$ cat config.mk
export PLATFORM = sky130hd
export DESIGN_NAME = mq_block_mgr
export DESIGN_NICKNAME = d
export VERILOG_FILES = /design/src/rtl/mqm_pkg.sv /design/src/rtl/mqm_ptr_mem.sv /design/src/rtl/mqm_qtable.sv /design/src/rtl/mqm_ctrl.sv /design/src/rtl/mq_block_mgr.sv
export SDC_FILE = /design/constraint.sdc
export NUM_CORES = 1
export LEC_CHECK = 0
export ABC_AREA = 1
export BUFFER_PORTS_ARGS = -buffer_cell sky130_fd_sc_hd__buf_2
export CORE_MARGIN = 8
export CORE_UTILIZATION = 40
export CTS_CLUSTER_SIZE = 16
export DETAILED_ROUTE_END_ITERATION = 10
export HOLD_SLACK_MARGIN = 0.05
export SLEW_MARGIN = 5
export SYNTH_ARGS = -nofsm -noshare
export SYNTH_HDL_FRONTEND = slang
export SYNTH_SLANG_ARGS = --single-unit
$ cat constraint.sdc
create_clock -name clk -period 2.5 [get_ports clk]
set_input_delay 0.125 -clock clk [delete_from_list [all_inputs] [get_ports clk]]
set_output_delay 0.125 -clock clk [all_outputs]
set_load 0.02 [all_outputs]
$ cat src/rtl/mqm_pkg.sv
package mqm_pkg;
   localparam int unsigned WORDS_W = 4;
   localparam logic [WORDS_W-1:0] FULL_WORDS = 4'd15;

   typedef struct packed {
      logic                eop;
      logic [WORDS_W-1:0]  words_m1;
   } blk_desc_t;

   typedef enum logic [2:0] {
      ST_IDLE,
      ST_ENQ_RD,
      ST_ENQ_GAP,
      ST_ENQ_WR,
      ST_DEQ_RD,
      ST_DEQ_GAP,
      ST_DEQ_WR
   } mgr_state_e;
endpackage

$ cat src/rtl/mqm_ptr_mem.sv
module mqm_ptr_mem
   import mqm_pkg::*;
#(
   parameter int unsigned PTR_W = 4
) (
   input  logic             clk,
   input  logic             rst_n,
   input  logic             rd_en,
   input  logic [PTR_W-1:0] rd_addr,
   input  logic             link_we,
   input  logic [PTR_W-1:0] link_waddr,
   input  logic [PTR_W-1:0] link_wdata,
   input  logic             desc_we,
   input  logic [PTR_W-1:0] desc_waddr,
   input  blk_desc_t        desc_wdata,
   output logic [PTR_W-1:0] rd_link,
   output blk_desc_t        rd_desc
);
   localparam int unsigned DEPTH = 1 << PTR_W;

   logic [PTR_W-1:0] link_arr [DEPTH];
   blk_desc_t        desc_arr [DEPTH];
   logic [PTR_W-1:0] addr_q;

   // reset links every block to its successor: the initial free chain
   always_ff @(posedge clk) begin
      if (!rst_n) begin
         addr_q <= '0;
         for (int i = 0; i < int'(DEPTH); i++) begin
            link_arr[i] <= PTR_W'(i + 1);
            desc_arr[i] <= '0;
         end
      end else begin
         if (rd_en)   addr_q               <= rd_addr;
         if (link_we) link_arr[link_waddr] <= link_wdata;
         if (desc_we) desc_arr[desc_waddr] <= desc_wdata;
      end
   end

   // fall-through read: data follows the registered address combinationally
   assign rd_link = link_arr[addr_q];
   assign rd_desc = desc_arr[addr_q];


   legal_code_chk: assert property (@(posedge clk) disable iff (!rst_n)
      desc_we |-> (desc_wdata.eop || desc_wdata.words_m1 == FULL_WORDS));
endmodule

$ cat src/rtl/mqm_qtable.sv
module mqm_qtable #(
   parameter int unsigned NUM_Q = 4,
   parameter int unsigned PTR_W = 4,
   parameter int unsigned LEN_W = 5
) (
   input  logic                            clk,
   input  logic                            rst_n,
   input  logic [$clog2(NUM_Q)-1:0]        sel,
   input  logic                            head_we,
   input  logic [PTR_W-1:0]                head_d,
   input  logic                            tail_we,
   input  logic [PTR_W-1:0]                tail_d,
   input  logic                            len_inc,
   input  logic                            len_dec,
   output logic [PTR_W-1:0]                head_o,
   output logic [PTR_W-1:0]                tail_o,
   output logic [LEN_W-1:0]                len_o,
   output logic [NUM_Q-1:0][LEN_W-1:0]     len_all
);
   localparam int unsigned QID_W = $clog2(NUM_Q);
   localparam int unsigned POOL  = 1 << PTR_W;

   logic [NUM_Q-1:0][PTR_W-1:0] head_r;
   logic [NUM_Q-1:0][PTR_W-1:0] tail_r;

   for (genvar g = 0; g < NUM_Q; g++) begin : g_q
      logic hit;
      assign hit = (sel == QID_W'(g));

      always_ff @(posedge clk) begin
         if (!rst_n) begin
            head_r[g]  <= '0;
            tail_r[g]  <= '0;
            len_all[g] <= '0;
         end else if (hit) begin
            if (head_we) head_r[g] <= head_d;
            if (tail_we) tail_r[g] <= tail_d;
            if (len_inc)      len_all[g] <= len_all[g] + LEN_W'(1);
            else if (len_dec) len_all[g] <= len_all[g] - LEN_W'(1);
         end
      end


      len_ovf_chk: assert property (@(posedge clk) disable iff (!rst_n)
         int'(len_all[g]) <= int'(POOL));
   end

   assign head_o = head_r[sel];
   assign tail_o = tail_r[sel];
   assign len_o  = len_all[sel];


   one_len_op_chk: assert property (@(posedge clk) disable iff (!rst_n)
      !(len_inc && len_dec));
endmodule

$ cat src/rtl/mqm_ctrl.sv
module mqm_ctrl
   import mqm_pkg::*;
#(
   parameter int unsigned NUM_Q = 4,
   parameter int unsigned PTR_W = 4,
   parameter int unsigned LEN_W = 5
) (
   input  logic                     clk,
   input  logic                     rst_n,
   input  logic                     enq_req,
   input  logic [$clog2(NUM_Q)-1:0] enq_qid,
   input  blk_desc_t                enq_desc,
   input  logic                     deq_req,
   input  logic [$clog2(NUM_Q)-1:0] deq_qid,
   output logic [$clog2(NUM_Q)-1:0] qt_sel,
   output logic                     qt_head_we,
   output logic [PTR_W-1:0]         qt_head_d,
   output logic                     qt_tail_we,
   output logic [PTR_W-1:0]         qt_tail_d,
   output logic                     qt_len_inc,
   output logic                     qt_len_dec,
   input  logic [PTR_W-1:0]         q_head,
   input  logic [PTR_W-1:0]         q_tail,
   input  logic [LEN_W-1:0]         q_len,
   output logic                     mem_rd_en,
   output logic [PTR_W-1:0]         mem_rd_addr,
   output logic                     mem_link_we,
   output logic [PTR_W-1:0]         mem_link_waddr,
   output logic [PTR_W-1:0]         mem_link_wdata,
   output logic                     mem_desc_we,
   output logic [PTR_W-1:0]         mem_desc_waddr,
   output blk_desc_t                mem_desc_wdata,
   input  logic [PTR_W-1:0]         mem_link,
   input  blk_desc_t                mem_desc,
   output logic                     busy,
   output logic                     rsp_valid,
   output logic                     rsp_ok,
   output logic                     rsp_err,
   output logic [PTR_W-1:0]         rsp_addr,
   output blk_desc_t                rsp_desc,
   output logic [LEN_W-1:0]         free_cnt
);
   localparam int unsigned QID_W = $clog2(NUM_Q);
   localparam int unsigned POOL  = 1 << PTR_W;

   mgr_state_e       st;
   logic [QID_W-1:0] op_q;
   blk_desc_t        op_desc;
   logic [PTR_W-1:0] blk;
   logic [PTR_W-1:0] link_hold;
   logic [PTR_W-1:0] free_head;
   logic             idle;
   logic             code_bad;
   logic             enq_take;
   logic             deq_take;

   assign idle     = (st == ST_IDLE);
   assign busy     = !idle;
   assign code_bad = !enq_desc.eop && (enq_desc.words_m1 != FULL_WORDS);
   assign enq_take = idle && enq_req && !code_bad && (free_cnt != '0);
   assign deq_take = idle && !enq_req && deq_req && (q_len != '0);

   always_comb begin
      qt_sel         = idle ? (enq_req ? enq_qid : deq_qid) : op_q;
      mem_rd_en      = enq_take || deq_take;
      mem_rd_addr    = enq_req ? free_head : q_head;
      qt_head_we     = 1'b0;
      qt_head_d      = blk;
      qt_tail_we     = 1'b0;
      qt_tail_d      = blk;
      qt_len_inc     = 1'b0;
      qt_len_dec     = 1'b0;
      mem_link_we    = 1'b0;
      mem_link_waddr = blk;
      mem_link_wdata = free_head;
      mem_desc_we    = 1'b0;
      mem_desc_waddr = blk;
      mem_desc_wdata = op_desc;
      case (st)
         ST_ENQ_WR: begin
            mem_desc_we    = 1'b1;
            mem_link_we    = (q_len != '0);
            mem_link_waddr = q_tail;
            mem_link_wdata = blk;
            qt_tail_we     = 1'b1;
            qt_head_we     = (q_len == '0);
            qt_len_inc     = 1'b1;
         end
         ST_DEQ_WR: begin
            mem_link_we    = 1'b1;
            qt_head_we     = 1'b1;
            qt_head_d      = link_hold;
            qt_len_dec     = 1'b1;
         end
         default: ;
      endcase
   end

   always_ff @(posedge clk) begin
      if (!rst_n) begin
         st        <= ST_IDLE;
         op_q      <= '0;
         op_desc   <= '0;
         blk       <= '0;
         link_hold <= '0;
         free_head <= '0;
         free_cnt  <= LEN_W'(POOL);
         rsp_valid <= 1'b0;
         rsp_ok    <= 1'b0;
         rsp_err   <= 1'b0;
         rsp_addr  <= '0;
         rsp_desc  <= '0;
      end else begin
         rsp_valid <= 1'b0;
         case (st)
            ST_IDLE: begin
               if (enq_req) begin
                  if (enq_take) begin
                     op_q    <= enq_qid;
                     op_desc <= enq_desc;
                     blk     <= free_head;
                     st      <= ST_ENQ_RD;
                  end else begin
                     rsp_valid <= 1'b1;
                     rsp_ok    <= 1'b0;
                     rsp_err   <= code_bad;
                  end
               end else if (deq_req) begin
                  if (deq_take) begin
                     op_q <= deq_qid;
                     blk  <= q_head;
                     st   <= ST_DEQ_RD;
                  end else begin
                     rsp_valid <= 1'b1;
                     rsp_ok    <= 1'b0;
                     rsp_err   <= 1'b0;
                  end
               end
            end
            ST_ENQ_RD: begin
               link_hold <= mem_link;
               st        <= ST_ENQ_GAP;
            end
            ST_ENQ_GAP: st <= ST_ENQ_WR;
            ST_ENQ_WR: begin
               free_head <= link_hold;
               free_cnt  <= free_cnt - LEN_W'(1);
               rsp_valid <= 1'b1;
               rsp_ok    <= 1'b1;
               rsp_err   <= 1'b0;
               rsp_addr  <= blk;
               rsp_desc  <= op_desc;
               st        <= ST_IDLE;
            end
            ST_DEQ_RD: begin
               link_hold <= mem_link;
               op_desc   <= mem_desc;
               st        <= ST_DEQ_GAP;
            end
            ST_DEQ_GAP: st <= ST_DEQ_WR;
            ST_DEQ_WR: begin
               free_head <= blk;
               free_cnt  <= free_cnt + LEN_W'(1);
               rsp_valid <= 1'b1;
               rsp_ok    <= 1'b1;
               rsp_err   <= 1'b0;
               rsp_addr  <= blk;
               rsp_desc  <= op_desc;
               st        <= ST_IDLE;
            end
            default: st <= ST_IDLE;
         endcase
      end
   end


   busy_fall_chk: assert property (@(posedge clk) disable iff (!rst_n)
      $fell(busy) |-> (rsp_valid && rsp_ok));
endmodule

$ cat src/rtl/mq_block_mgr.sv
module mq_block_mgr
   import mqm_pkg::*;
#(
   parameter int unsigned NUM_Q = 4,
   parameter int unsigned PTR_W = 4
) (
   input  logic                     clk,
   input  logic                     rst_n,
   input  logic                     enq_req,
   input  logic [$clog2(NUM_Q)-1:0] enq_qid,
   input  logic                     enq_last,
   input  logic [3:0]               enq_cnt,
   input  logic                     deq_req,
   input  logic [$clog2(NUM_Q)-1:0] deq_qid,
   output logic                     busy,
   output logic                     rsp_valid,
   output logic                     rsp_ok,
   output logic                     rsp_err,
   output logic [PTR_W-1:0]         rsp_addr,
   output logic                     rsp_last,
   output logic [3:0]               rsp_cnt,
   output logic [6:0]               rsp_bytes
);
   localparam int unsigned QID_W = $clog2(NUM_Q);
   localparam int unsigned LEN_W = PTR_W + 1;
   localparam int unsigned POOL  = 1 << PTR_W;

   if (PTR_W < 2 || PTR_W > 24) begin : g_bad_ptr_w
      $error("mq_block_mgr: PTR_W must lie in 2..24");
   end
   if (NUM_Q < 2 || (NUM_Q & (NUM_Q - 1)) != 0) begin : g_bad_num_q
      $error("mq_block_mgr: NUM_Q must be a power of two, at least 2");
   end

   blk_desc_t                 enq_desc;
   blk_desc_t                 rsp_desc;
   logic [QID_W-1:0]          qt_sel;
   logic                      qt_head_we, qt_tail_we, qt_len_inc, qt_len_dec;
   logic [PTR_W-1:0]          qt_head_d, qt_tail_d, q_head, q_tail;
   logic [LEN_W-1:0]          q_len, free_cnt;
   logic [NUM_Q-1:0][LEN_W-1:0] len_all;
   logic                      mem_rd_en, mem_link_we, mem_desc_we;
   logic [PTR_W-1:0]          mem_rd_addr, mem_link_waddr, mem_link_wdata;
   logic [PTR_W-1:0]          mem_desc_waddr, mem_link;
   blk_desc_t                 mem_desc_wdata, mem_desc;

   assign enq_desc = '{eop: enq_last, words_m1: enq_cnt};

   mqm_ctrl #(.NUM_Q(NUM_Q), .PTR_W(PTR_W), .LEN_W(LEN_W)) u_ctrl (
      .clk(clk), .rst_n(rst_n),
      .enq_req(enq_req), .enq_qid(enq_qid), .enq_desc(enq_desc),
      .deq_req(deq_req), .deq_qid(deq_qid),
      .qt_sel(qt_sel), .qt_head_we(qt_head_we), .qt_head_d(qt_head_d),
      .qt_tail_we(qt_tail_we), .qt_tail_d(qt_tail_d),
      .qt_len_inc(qt_len_inc), .qt_len_dec(qt_len_dec),
      .q_head(q_head), .q_tail(q_tail), .q_len(q_len),
      .mem_rd_en(mem_rd_en), .mem_rd_addr(mem_rd_addr),
      .mem_link_we(mem_link_we), .mem_link_waddr(mem_link_waddr),
      .mem_link_wdata(mem_link_wdata),
      .mem_desc_we(mem_desc_we), .mem_desc_waddr(mem_desc_waddr),
      .mem_desc_wdata(mem_desc_wdata),
      .mem_link(mem_link), .mem_desc(mem_desc),
      .busy(busy), .rsp_valid(rsp_valid), .rsp_ok(rsp_ok), .rsp_err(rsp_err),
      .rsp_addr(rsp_addr), .rsp_desc(rsp_desc), .free_cnt(free_cnt)
   );

   mqm_qtable #(.NUM_Q(NUM_Q), .PTR_W(PTR_W), .LEN_W(LEN_W)) u_qtable (
      .clk(clk), .rst_n(rst_n), .sel(qt_sel),
      .head_we(qt_head_we), .head_d(qt_head_d),
      .tail_we(qt_tail_we), .tail_d(qt_tail_d),
      .len_inc(qt_len_inc), .len_dec(qt_len_dec),
      .head_o(q_head), .tail_o(q_tail), .len_o(q_len), .len_all(len_all)
   );

   mqm_ptr_mem #(.PTR_W(PTR_W)) u_ptr_mem (
      .clk(clk), .rst_n(rst_n),
      .rd_en(mem_rd_en), .rd_addr(mem_rd_addr),
      .link_we(mem_link_we), .link_waddr(mem_link_waddr), .link_wdata(mem_link_wdata),
      .desc_we(mem_desc_we), .desc_waddr(mem_desc_waddr), .desc_wdata(mem_desc_wdata),
      .rd_link(mem_link), .rd_desc(mem_desc)
   );

   assign rsp_last  = rsp_desc.eop;
   assign rsp_cnt   = rsp_desc.words_m1;
   assign rsp_bytes = {({1'b0, rsp_desc.words_m1} + 5'd1), 2'b00};

   int unsigned pool_sum;
   always_comb begin
      pool_sum = int'(free_cnt);
      for (int q = 0; q < int'(NUM_Q); q++) pool_sum += int'(len_all[q]);
   end


   pool_conserve_chk: assert property (@(posedge clk) disable iff (!rst_n)
      pool_sum == POOL);


   bad_code_chk: assert property (@(posedge clk) disable iff (!rst_n)
      (!busy && enq_req && !enq_last && enq_cnt != 4'd15)
      |=> (rsp_valid && rsp_err && !rsp_ok && !busy));


   refuse_idle_chk: assert property (@(posedge clk) disable iff (!rst_n)
      (rsp_valid && !rsp_ok) |-> !busy);
endmodule

# --- After elaboration in Yosys (flattened, before gate mapping) ---
# Memories as Yosys holds them, arrays and structs flattened. A register that Yosys moved wholly into a read port is not among the register bits.
# Cells that the tools add are included.
# W data, S select, Z words.
classes:
  eq_ne: 18
  n_addsub: 11
  n_mux: 70
  n_lt_le_gt_ge: 1
  reduce_logical: 44
ops:
  columns: ["op", "count"]
  rows:
  - ["$mux W4", 15]
  - ["$mux W5", 12]
  - ["$add A5 B1 Y5 const B", 5]
  - ["$sub A5 B1 Y5 const B", 5]
  - ["$reduce_and A2 Y1", 12]
  - ["$mux W1", 21]
  - ["$pmux W5 S2", 2]
  - ["$bmux W4 S2", 2]
  - ["$ne A3 B3 Y1 const B", 5]
  - ["$pmux W3 S5", 1]
  - ["$mux W2", 6]
  - ["$mux W3", 4]
  - ["$reduce_bool A2 Y1", 6]
  - ["$bmux W5 S2", 1]
  - ["$pmux W1 S2", 5]
  - ["$reduce_bool A5 Y1", 2]
  - ["$eq A3 B3 Y1 const B", 3]
  - ["$pmux W4 S2", 1]
  - ["$reduce_and A4 Y1", 2]
  - ["$logic_and A1 B1 Y1", 7]
  - ["$eq A3 B2 Y1 const B", 2]
  - ["$reduce_and A3 Y1", 2]
  - ["$add A4 B1 Y5 const B", 1]
  - ["$logic_not A1 Y1", 5]
  - ["other kinds (14)", 17]
totals:
  inputBits: 13
  mem_bits_rw: 144
  memories: 2
  regBits: 91
  wordCells: 172
mem_list:
  columns: ["memory", "depth", "width", "rd", "rd_clocked_by_memory_dff", "wr", "line_no", "rtl"]
  rows:
  - ["u_ptr_mem.desc_arr", 16, 5, 1, 1, 16, "mqm_ptr_mem.sv:22", "blk_desc_t desc_arr [DEPTH];"]
  - ["u_ptr_mem.link_arr", 16, 4, 1, 1, 16, "mqm_ptr_mem.sv:21", "logic [PTR_W-1:0] link_arr [DEPTH];"]

# --- Longest topological paths before layout ---
logic_depth:
  ltp_word: 11
  ltp_mapped: 18
  mapped_depth_nobuf: 16

# --- Hierarchy ---
# From an unflattened synthesis, not the netlist that was laid out.
hier_totals:
  cells_unflattened: 1566
  area_unflattened_um2: 12448.2
modules_own_cells:
  columns: ["module", "area_per_inst_um2", "n_inst", "cells_each", "seq_area_each_um2"]
  rows:
  - ["mqm_ptr_mem", 7531.0, 1, 875, 4484.3]
  - ["mqm_qtable", 2776.4, 1, 386, 1041.0]
  - ["mqm_ctrl", 2067.0, 1, 292, 780.7]
  - ["mq_block_mgr", 73.8, 1, 13, 0.0]

# --- Worst setup path before layout ---
# Ideal clock, no wire load.
synth_path:
  path_kind: "register to register"
  start: "register u_ctrl.st[1]"
  end: "register u_qtable.len_all[14] (netlist name)"
  setup_time_ps: 70
  t_arrival_ps: 2281
  required_ps: 2430
  slack_ps: 149
  synth_period_minus_slack_ps: 2351
  stages_incl_launch_ff: 12
  cell_sequence: "dfxtp_1 inv_2 nor3_4 inv_1 clkbuf_1 fa_1 nand3_1 nand2_1 xor2_1 nor2_1 o21ai_0 a21oi_1"
synth_via:
  elab_chain_cells: 4
  elab_cells_between_ends: 10
  classes_between: "eq/ne (3); mux (4); reduce/logical (3)"
synth_rtl:
  columns: ["element", "line_no", "rtl"]
  rows:
  - ["start, declared", "mqm_ctrl.sv:46", "mgr_state_e st;"]
  - ["start signal, assigned", "mqm_ctrl.sv:101", "st <= ST_IDLE;"]
  - ["start signal, assigned", "mqm_ctrl.sv:122", "st <= ST_ENQ_RD;"]
  - ["start signal, assigned", "mqm_ctrl.sv:132", "st <= ST_DEQ_RD;"]
  - ["$eq A3 B3 Y1 (tied with other cells)", "mqm_ctrl.sv:79", "case (st)"]
  - ["$mux W1 / $mux W2 (equally long branches)", "mqm_ctrl.sv:79, mqm_ctrl.sv:64", null]
  - ["$reduce_bool A2 Y1 (no source line) / $eq A2 B2 Y1 (equally long branches)", null, null]
  - ["$reduce_and A2 Y1 (no source line)", null, null]
  - ["end signal, assigned by index", "mqm_qtable.sv:38", "if (len_inc) len_all[g] <= len_all[g] + LEN_W'(1);"]
  - ["end signal, assigned by index", "mqm_qtable.sv:39", "else if (len_dec) len_all[g] <= len_all[g] - LEN_W'(1);"]
  - ["end, declared", "mqm_qtable.sv:18", "output logic [NUM_Q-1:0][LEN_W-1:0] len_all"]
# Parallel ways exist; a longest one is shown, timed or not.
# A chain may end at the register's enable or synchronous reset.

==> metrics.txt <==
# IOs=33; Max Cap Viol=0; FF/Latch Area=6310 sq um; Die Wd=186 um; maximum single-stage delay on the critical path=0.36 ns; unrepaired setup endpoints after global routing=true; largest family of logic cells by synthesized area=simple AND/OR/NAND/NOR gates; area of the multi-input gates=4780 sq um; clk slew on worst S/H paths=0.06 ns; critical path's slowest cell=dfxtp_1; 1st-iter DRT viols=638; clock sinks=243; drt first pass iters=5; Starting Density=40.5%; Post-Syn Area=11600 sq um; Cell variety after synth=39; layout cells sized above 1=11.5%; Via Count=9505; Synth async-reset ratio=0%; met1 usage=22.6%; status=complete, no violations; global routing's busiest layer=met2; # fillers=2737; Fin Hold WS=0.145 ns; pwr dens=863 nW/um^2; synthesized instance count=1358; Slew Limit Headroom=47.0%; met2 Track Usage GR=29.8%; ordered cell list for the critical path=nor2_1 > nand2_2 > nand2_2 > nand2_4 > nand2_2 > nor2_1 > a21oi_1 > nand3_1 > nand2_4 > nand2_4 > inv_2 > nand2_1 > nand2_1; leading area contributor after synthesis=edfxtp_1; vias in the first global route=9234; arrival time at the worst endpoint=2.56 ns; largest net degree at the start of global routing=107; CTS max path bufs=3; share of the synthesized area in the top cell type=37.3%; # rows=62; min Tclk post-route=2.34 ns; GRT Overall Usage=17.6%; XOR/XNOR Fraction of Synth Area=1.21%; Vert. Die Dim=186 um; Port-buffer cells=30; Clock Skew=0.0130 ns; Setup CP Type=flip-flop to flip-flop; M3 GR Usage=2.74%; crit end category=flip-flop; n_diodes=0; min-delay worst type=input pin to flip-flop; Peak VDD IR=0.521 mV; Area growth, synth to finish=14.7%; fmax=427 MHz; Final #Nets=1434; crit path max fanout=15; sequential area share after synthesis=54.4%; Syn Area/Cell=8.54 sq um; Final Instance Area=13300 sq um; CTS tree=done; P_leak=4.97 nW; EDFF count, synth=144; Final setup violation count=0; Adder-Cell Fraction of Synth Area=2.59%; simple-gate share of the synthesized area=23.5%; Skew-Pair Late Insertion Delay=0.53 ns; Seq cells post-synth=243; root buffer cell=clkbuf_16; post-DP HPWL=21100 um; Core Footprint=28600 sq um; vias per std cell=5.27; Synth area leaders=edfxtp_1, dfxtp_1, nor2_1; cell family with most CP delay=simple AND/OR/NAND/NOR gates; Slew Limit Fails=0; H-Tree Depth=1; CP required=2.72 ns; synth warn=0; Detail Route Antenna Nets=0; Worst Path Buf+Inv=1; total CTS buffers=27; post-synthesis mux area share=0%; final wirelength=30200 um; initial antenna violation count=1; DR WL/cell=16.7 um; Final Hold Viols=0; Final Cycle Share=93.6%; most instantiated cells after synthesis=nor2_1, nand2_1, o21ai_0; leading register cell type out of synthesis=edfxtp_1; first-pass GRT wire length=48700 um; cell with the most instances after synthesis=nor2_1; die area=34700 sq um; startpoint types=flip-flop; Worst Tran Pin Value=0.786 ns; GRT overflow=0; Synth Area in Compound Gates=13.3%; Placed Area=12200 sq um; GP Congestion=0.912; final routed DRC violation total=0
[kinds of logic after synthesis]
group                    Yosys count
XOR/XNOR                          16
AND/OR/NAND/NOR                  658
AO/OA/AOI/OAI                    274
buffers and inverters            145
adder cells (fa/ha/maj)           21
flip-flops                       243
other                              1
[where the power goes]
part | switching (mW) | internal (mW)
Combinational | 2.06 | 0.802
Clock | 1.55 | 2.38
Sequential | 0.209 | 4.47
Total | 3.82 | 7.65
[cells in the final DEF, fill, tap and decap left out, types with 9 or more instances in the layout]
cell	n
nor2_2	9
o22ai_1	10
edfxtp_1	144
inv_1	73
buf_4	37
o21ai_1	13
nand2_1	222
buf_2	29
dfxtp_1	98
o211ai_1	15
o221ai_1	21
nand3_1	74
a21oi_1	51
nor2_1	307
nand2_2	24
ha_1	16
xor2_1	12
clkbuf_16	29
o21ai_0	151
[registers in the layout, summed over array words and instances (netlist names), named ones only]
signal,flops
u_ctrl.mem_desc_waddr,4
u_qtable.len_all,20
u_ctrl.rsp_addr,4
u_ctrl.rsp_ok,1
u_ctrl.mem_desc_wdata,5
u_ctrl.rsp_err,1
u_ctrl.rsp_desc,5
u_ptr_mem.desc_arr,80
u_ctrl.st,3
u_ptr_mem.addr_q,4
u_qtable.tail_r,16
u_ctrl.free_cnt,5
u_qtable.head_r,16
u_ctrl.rsp_valid,1
u_ptr_mem.link_arr,64
u_ctrl.op_q,2
u_ctrl.free_head,4
u_ctrl.link_hold,4
[metrics by stage]
step                      cells  setup WS [ns]  power [mW]  util [%]  TNS, ns
final                      1804          0.160        11.5      46.4        0
after global routing       1804       -0.00618        12.0      46.4  -0.0152
after CTS                  1802         0.0686        11.5      46.1        0
after detailed placement   1745         0.0901        7.55      42.8        0
after global placement     1745          0.151        7.52      42.8        0
after floorplan            1359          0.149        6.63         -        0
[repair_timing]
| action | CTS | global route |
|---|---|---|
| hold buffers | 8 | 0 |
| buffers inserted | 0 | 2 |
| resized for setup | 0 | 21 |
| endpoints found under the setup margin | 0 | 94 |
| hold endpoints to repair | 7 | 0 |
[final timing paths]
| check | from | to | slack, ns | cells past startpoint |
|---|---|---|---|---|
| worst min register to register | u_qtable.len_all[9] | u_qtable.len_all[9] | 0.45 | 1 |
| worst max-delay path | u_ctrl.st[0] | u_ptr_mem.link_arr[8][2] | 0.16 | 13 |
| worst max register to register | u_ctrl.st[0] | u_ptr_mem.link_arr[8][2] | 0.16 | 13 |
| worst min-delay path | deq_req | u_ctrl.rsp_ok | 0.14 | 7 |
[worst reg2reg max path, delay by kind of cell, from the launching register on]
family	cells	cell delay [ns]
buf+inv	1	0.09
simple gates	11	1.39
flops	1	0.36
compound gates	1	0.18
[area by class of cell]
class	count	area share, %
clock buffers	42	6.28
well taps	384	3.61
repair buffers	75	3.93
multi-input cells	971	36.0
flip-flops and latches	243	47.4
clock inverters	7	0.424
inverters	82	2.32
[layer usage]
| layer | vias to the layer above | wire length [um] |
|---|---|---|
| met4 | 2 | 901 |
| met1 | 4485 | 13000 |
| met3 | 58 | 1840 |
| met2 | 284 | 14500 |
| met5 | - | 13 |
| li1 | 4676 | - |
No activity file was read; power rests on OpenSTA's default activity.
